<file path="src/rtl/rx_addr_filter.sv">
module rx_addr_filter #(
  parameter int N_ADDR = 4,
  parameter int N_TYPE = 4,
  parameter int AW     = 48,
  parameter int TW     = 16,
  parameter int HB     = 6
) (
  input  logic                   clk,
  input  logic                   rst_n,
  input  logic                   hdr_valid,
  input  logic [AW-1:0]          dst_addr,
  input  logic [TW-1:0]          len_type,
  input  logic [N_ADDR*AW-1:0]   cfg_addr,
  input  logic [N_ADDR-1:0]      cfg_addr_en,
  input  logic [N_TYPE*TW-1:0]   cfg_type,
  input  logic [N_TYPE-1:0]      cfg_type_en,
  input  logic [(1<<HB)-1:0]     cfg_hash,
  input  logic                   cfg_bcast_en,
  input  logic                   cfg_copy_all,
  output logic                   res_valid,
  output logic                   res_accept,
  output logic [$clog2(N_ADDR+N_TYPE+4)-1:0] res_reason
);
  localparam int RW      = $clog2(N_ADDR + N_TYPE + 4);
  localparam int C_TYPE0 = 1 + N_ADDR;
  localparam int C_HASH  = 1 + N_ADDR + N_TYPE;
  localparam int C_BCAST = C_HASH + 1;
  localparam int C_COPY  = C_HASH + 2;

  logic [N_ADDR-1:0] addr_hit;
  logic [N_TYPE-1:0] type_hit;
  logic [HB-1:0]     hidx;
  logic              hash_hit, bcast_hit;
  logic [RW-1:0]     code;

  for (genvar i = 0; i < N_ADDR; i++) begin : g_addr
    assign addr_hit[i] = cfg_addr_en[i] && (dst_addr == cfg_addr[i*AW +: AW]);
  end

  for (genvar j = 0; j < N_TYPE; j++) begin : g_type
    assign type_hit[j] = cfg_type_en[j] && (len_type == cfg_type[j*TW +: TW]);
  end

  always_comb begin
    for (int k = 0; k < HB; k++) begin
      hidx[k] = 1'b0;
      for (int b = k; b < AW; b += HB) hidx[k] = hidx[k] ^ dst_addr[b];
    end
  end

  assign hash_hit  = cfg_hash[hidx];
  assign bcast_hit = cfg_bcast_en && (&dst_addr);

  always_comb begin
    code = '0;
    if (cfg_copy_all) code = RW'(C_COPY);
    if (bcast_hit)    code = RW'(C_BCAST);
    if (hash_hit)     code = RW'(C_HASH);
    for (int j = N_TYPE - 1; j >= 0; j--)
      if (type_hit[j]) code = RW'(C_TYPE0 + j);
    for (int i = N_ADDR - 1; i >= 0; i--)
      if (addr_hit[i]) code = RW'(1 + i);
  end

  always_ff @(posedge clk) begin
    if (!rst_n) begin
      res_valid  <= 1'b0;
      res_accept <= 1'b0;
      res_reason <= '0;
    end else begin
      res_valid  <= hdr_valid;
      res_accept <= hdr_valid && (code != '0);
      res_reason <= hdr_valid ? code : '0;
    end
  end

  p_copy_all_r6: assert property (@(posedge clk) disable iff (!rst_n)
    hdr_valid && cfg_copy_all |=> res_accept);

  p_bcast_r5: assert property (@(posedge clk) disable iff (!rst_n)
    hdr_valid && cfg_bcast_en && (&dst_addr) |=> res_accept);

  p_idle_r8: assert property (@(posedge clk) disable iff (!rst_n)
    !hdr_valid |=> !res_valid && !res_accept && (res_reason == '0));

  p_slot0_first_r7: assert property (@(posedge clk) disable iff (!rst_n)
    hdr_valid && cfg_addr_en[0] && (dst_addr == cfg_addr[AW-1:0]) |=> res_reason == RW'(1));

  p_accept_code_r10: assert property (@(posedge clk) disable iff (!rst_n)
    res_accept == (res_reason != '0));

  p_reset_r9: assert property (@(posedge clk)
    !rst_n |=> !res_valid && !res_accept);
endmodule

</file>
<file path="config.mk">
export PLATFORM = sky130hd
export DESIGN_NAME = rx_addr_filter
export DESIGN_NICKNAME = d
export VERILOG_FILES = /design/src/rtl/rx_addr_filter.sv
export SDC_FILE = /design/constraint.sdc
export NUM_CORES = 1
export LEC_CHECK = 0
export BUFFER_PORTS_ARGS = -buffer_cell sky130_fd_sc_hd__buf_2
export CAP_MARGIN = 0
export CELL_PAD_IN_SITES_DETAIL_PLACEMENT = 2
export CELL_PAD_IN_SITES_GLOBAL_PLACEMENT = 2
export CORE_UTILIZATION = 18
export DETAILED_ROUTE_END_ITERATION = 8
export GPL_TIMING_DRIVEN = 0
export PLACE_DENSITY_LB_ADDON = 0.1
export SYNTH_ARGS = -nofsm -noshare
export SYNTH_HDL_FRONTEND = slang
export SYNTH_SLANG_ARGS = --single-unit
</file>
<file path="constraint.sdc">
create_clock -name clk -period 2.7 [get_ports clk]
set_clock_uncertainty 0.2 [all_clocks]
set_input_delay 0.54 -clock clk [delete_from_list [all_inputs] [get_ports clk]]
set_output_delay 0.54 -clock clk [all_outputs]
set_load 0.005 [all_outputs]
</file>
Word-level counts from Yosys, hierarchy flattened:

Cells that the tools add are included.

* register bits after elaboration: 6
* bits of input ports: 397
* output and inout bits: 6

* $lt $le $gt $ge: 1
* eq/ne operators: 8
* multiplexer cells: 13
* bitwise gates (word level): 42
* reductions and logical operators: 13

Operators by type and width (number)
* 48-bit == test: 4
* 16-bit == test: 4
* 48-bit AND reduction: 1
* 4-bit two-way mux: 11
* 1-bit XOR: 42
* 1-bit logical AND: 10
* 6-bit by 7-bit < comparator with 1-bit output (second input constant): 1
* 1-bit binary-select mux with 6-bit select: 1
* 4-bit nonzero test: 1
* 2-bit AND reduction: 1
* 1-bit two-way mux: 1

Longest topological paths before layout:

* depth in word-level cells: 20
* gate-level depth with buffers: 12

Worst setup path before layout:

OpenSTA, ideal clock, no wires.

* path type: input -> register
* start: input port dst_addr[1]
* end: register res_accept
* setup time: 0.120 ns
* arrival time: 2.545 ns
* required time: 2.380 ns
* setup slack: -0.165 ns
* stages on the path: 12
* cell sequence: buf_2 xor2_1 xnor2_1 xnor2_2 buf_6 mux2i_1 a22oi_1 nand3_1 nand4_1 mux2i_2 nand3b_1 o31a_1

* longest elaborated chain between the ends: 20

RTL lines
* from (decl): RTL line 11 `input logic [AW-1:0] dst_addr,`
* 1-bit XOR (7 in a row): RTL line 47 `for (int b = k; b < AW; b += HB) hidx[k] = hidx[k] ^ dst_addr[b];`
* 1-bit binary-select mux with 6-bit select: RTL line 51 `assign hash_hit = cfg_hash[hidx];`
* 1-bit two-way mux (implied by the code): RTL line 51
* 4-bit two-way mux: RTL line 58 `if (hash_hit) code = RW'(C_HASH);`
* 4-bit two-way mux (4 in a row): RTL line 60 `if (type_hit[j]) code = RW'(C_TYPE0 + j);`
* 4-bit two-way mux (3 in a row): RTL line 62 `if (addr_hit[i]) code = RW'(1 + i);`
* 4-bit two-way mux *: RTL line 62
* 4-bit nonzero test *: RTL line 72 `res_accept <= hdr_valid && (code != '0);`
* 1-bit logical AND *: RTL line 72
* to (signal assigned): RTL line 72
* to (decl): RTL line 21 `output logic res_accept,`

Mark *: on every way between the ends. The rest lies on a longest branch, timed or not. The select of a mux whose other input is x is not followed.
A chain may end at the register's enable or synchronous reset.

Worst setup path in the final report:

* start: input port dst_addr[37]
* end: register res_accept

* longest elaborated chain between the ends: 15

RTL lines (RTL line)
* 1-bit XOR (2 in a row): 47
* 1-bit binary-select mux with 6-bit select: 51
* 1-bit two-way mux (implied by the code): 51
* 4-bit two-way mux: 58
* 4-bit two-way mux (4 in a row): 60
* 4-bit two-way mux (3 in a row): 62
* 4-bit two-way mux *: 62
* 4-bit nonzero test *: 72
* 1-bit logical AND *: 72

Marked as above.

==> metrics.txt <==
WL final 36800 um; IR drop worst, VDD between 0.2 and 0.3 mV; CP max-delay cell o31a_1; failing checks negative setup slack; Port Buffers 352; GP Congestion approximately 0.87; number of hold buffers added after cts 0; Fin. Hold Viols 0; Routed Antenna Nets 0; share of cells above drive strength 1 42.9%; Min-Delay Path Class in -> reg; DRC errors left 0; core area roughly 0.029 mm^2; Syn Inst Count between 700 and 800; Worst setup EP type flop; nets@finish 1502; syn nets 1132; largest net degree at the start of global routing 11; CTS root buf clkbuf_16; met3 WL post-DR 2580 um; CP Data Required Time between 2 and 3 ns; MaxCap Viol Count 0; global-route wire length before repair between 50000 and 60000 um; Top Ports 403; most frequent cells after synthesis 173 x xnor2_1, 90 x xor2_1, 65 x nand4_1; Area Overhead vs Synth 59.3%; critical path class in -> reg; Ys Warns 0; RSZ-0062 raised after global routing true; largest area contributor in the netlist xnor2_1; top_reg_cell synth dfxtp_1; row count 62; Synth Area per Inst just over 7 um^2; top sig layer met5; Synth cell types a little over 50; status complete, but fails checks; leakage 3.62 nW; DIE WIDTH about 170 um; Area after DPL 0.00757 mm^2; M1 WL 15700 um; count leader, synth xnor2_1; hold_sp cfg_copy_all; critical path's largest stage delay 0.32 ns; Synth top area share 29.0%; CTS tree yes; final setup margin -0.281 ns; clock sink count 6; wire per inst between 20 and 25 um; area of the die 0.0297 mm^2; Initial DRT Pass Iterations 4; 1st-iter DRT viols 320; TNS Setup -0.777 ns; Hold Path Sink res_reason[1]$_SDFF_PN0_; die height 172 um; routed vias between 7000 and 8000; Place WS -0.986 ns; PnR Total Power around 0.0028 W; Seq/Total Area, Yosys 2.30%; clock slew at reported path FFs 0.04 ns; Max clock buf depth 2; Slew Limit Headroom 58.6%; post-synthesis async set-or-reset flop share 0%; f_max ~340 MHz; Num CTS Buffers 3; Synth area leaders xnor2_1 29%, xor2_1 15%, nand4_1 7.8%, mux2i_1 6.1%, nor4_1 4.4%; Yosys reg bits 6; startpoint types primary input; Tmin final between 2 and 3 ns; met2 wire length 18300 um; dpl hpwl 31400 um; PwrDens 337 mW/mm^2; Max Slew Vio Count 0; H-tree lvl count 1; Setup-failing EPs final 4; Arr. time, crit path 2.89 ns; GRT overflow 0; initial core utilization 18.3%; vias in the first global route 7595; design area 0.00833 mm^2; initial antenna violation count 6; Worst Path Max Fanout 7; WHS Path Cells 4; post-synth design cell area approximately 0.0052 mm^2; Cell Chain, Critical Path buf_12 -> xnor2_4 -> xnor2_2 -> xnor2_2 -> buf_6 -> buf_12 -> mux2i_1 -> a22oi_1 -> nand3_1 -> nand4_1 -> mux2i_4 -> nand3b_1 -> o31a_1; fin crit share 110%; GRT Overall Usage between 20% and 30%; number of synthesized flops with an enable pin 0; Slew @ Worst Pin 0.615 ns; DR vias/cell 4.70
## through the flow
step | hold WS [ns] | cells | utilization [%]
after global placement | 0.718 | 1471 | 26.4
after global routing | 0.549 | 1490 | 29.1
after detailed placement | 0.718 | 1471 | 26.4
final | 0.507 | 1490 | 29.1
after floorplan | 0.563 | 735 | -
after CTS | 0.497 | 1485 | 28.2
## what timing repair did
action,4_1_cts,5_1_grt
resized for setup,70,54
cloned,2,1
pin swaps,6,17
setup buffers,9,4
setup endpoints to repair,5,5
## flip-flops by register name, indices dropped and copies added (netlist names)
| register | cells |
|---|---|
| res_valid | 1 |
| res_reason | 4 |
| res_accept | 1 |
## critical path, delay by kind of cell
kind / cells / cell delay [ns]
simple gates: 3 / 0.44
xor+xnor: 3 / 0.49
compound gates: 2 / 0.43
buf+inv: 3 / 0.48
mux: 2 / 0.49
## report_power, final
part,internal (W),switching [W],total (W),leakage (nW)
Clock,0.000190,0.0000516,0.000242,0.0370
Combinational,0.00119,0.00126,0.00246,3.53
Sequential,0.000102,0.00000365,0.000106,0.0494
## metal layers
layer  GRT usage [%]  vias to the layer above
met4            1.73                        6
li1                -                     3326
met5               0                        -
met2            43.7                      272
met3            3.23                       16
met1            30.4                     3381
## worst max-delay path by stage
stage	startpoint	end	cells past startpoint
after floorplan	dst_addr[13]	res_accept$_SDFF_PN0_	12
after global placement	dst_addr[26]	res_reason[0]$_SDFF_PN0_	10
after detailed placement	dst_addr[26]	res_reason[0]$_SDFF_PN0_	10
after CTS	dst_addr[1]	res_accept$_SDFF_PN0_	14
after global routing	dst_addr[37]	res_accept$_SDFF_PN0_	13
final	dst_addr[37]	res_accept$_SDFF_PN0_	13
## cell type report
type / count / area (um^2)
Buffer: 52 / 415
Timing Repair Buffer: 366 / 1930
Clock buffer: 3 / 75.1
Antenna cell: 3 / 7.51
Tap cell: 384 / 480
Multi-Input combinational cell: 646 / 5190
Fill cell: 3417 / 20300
Sequential cell: 6 / 120
Inverter: 30 / 115
## placed cells by master, fill, tap and decap left out, types with 5 or more instances in the layout
master,instances
buf_2,360
xnor2_1,153
xor2_1,88
nand4_1,65
nand2_1,44
nor2_1,35
nor4_1,34
inv_1,29
nand3_1,28
nand2b_1,23
clkbuf_2,20
mux2i_1,18
xnor2_2,17
a22oi_1,16
nor3_1,14
buf_4,11
mux2i_4,11
buf_12,9
clkbuf_4,8
or4_1,7
nor2b_1,7
o21ai_0,7
o22ai_1,6
dfxtp_1,6
buf_6,5
## logic make-up after synthesis
family | count (synthesis) | share of synthesized area (%)
and+or+nand+nor | 292 | 31.5
xor gates and xnor gates | 264 | 44.4
buffers and inverters | 83 | 7.42
AOI/OAI and AO/OA | 57 | 8.04
muxes | 33 | 6.39
DFF | 6 | 2.30
(Power assumes the default switching activity.)
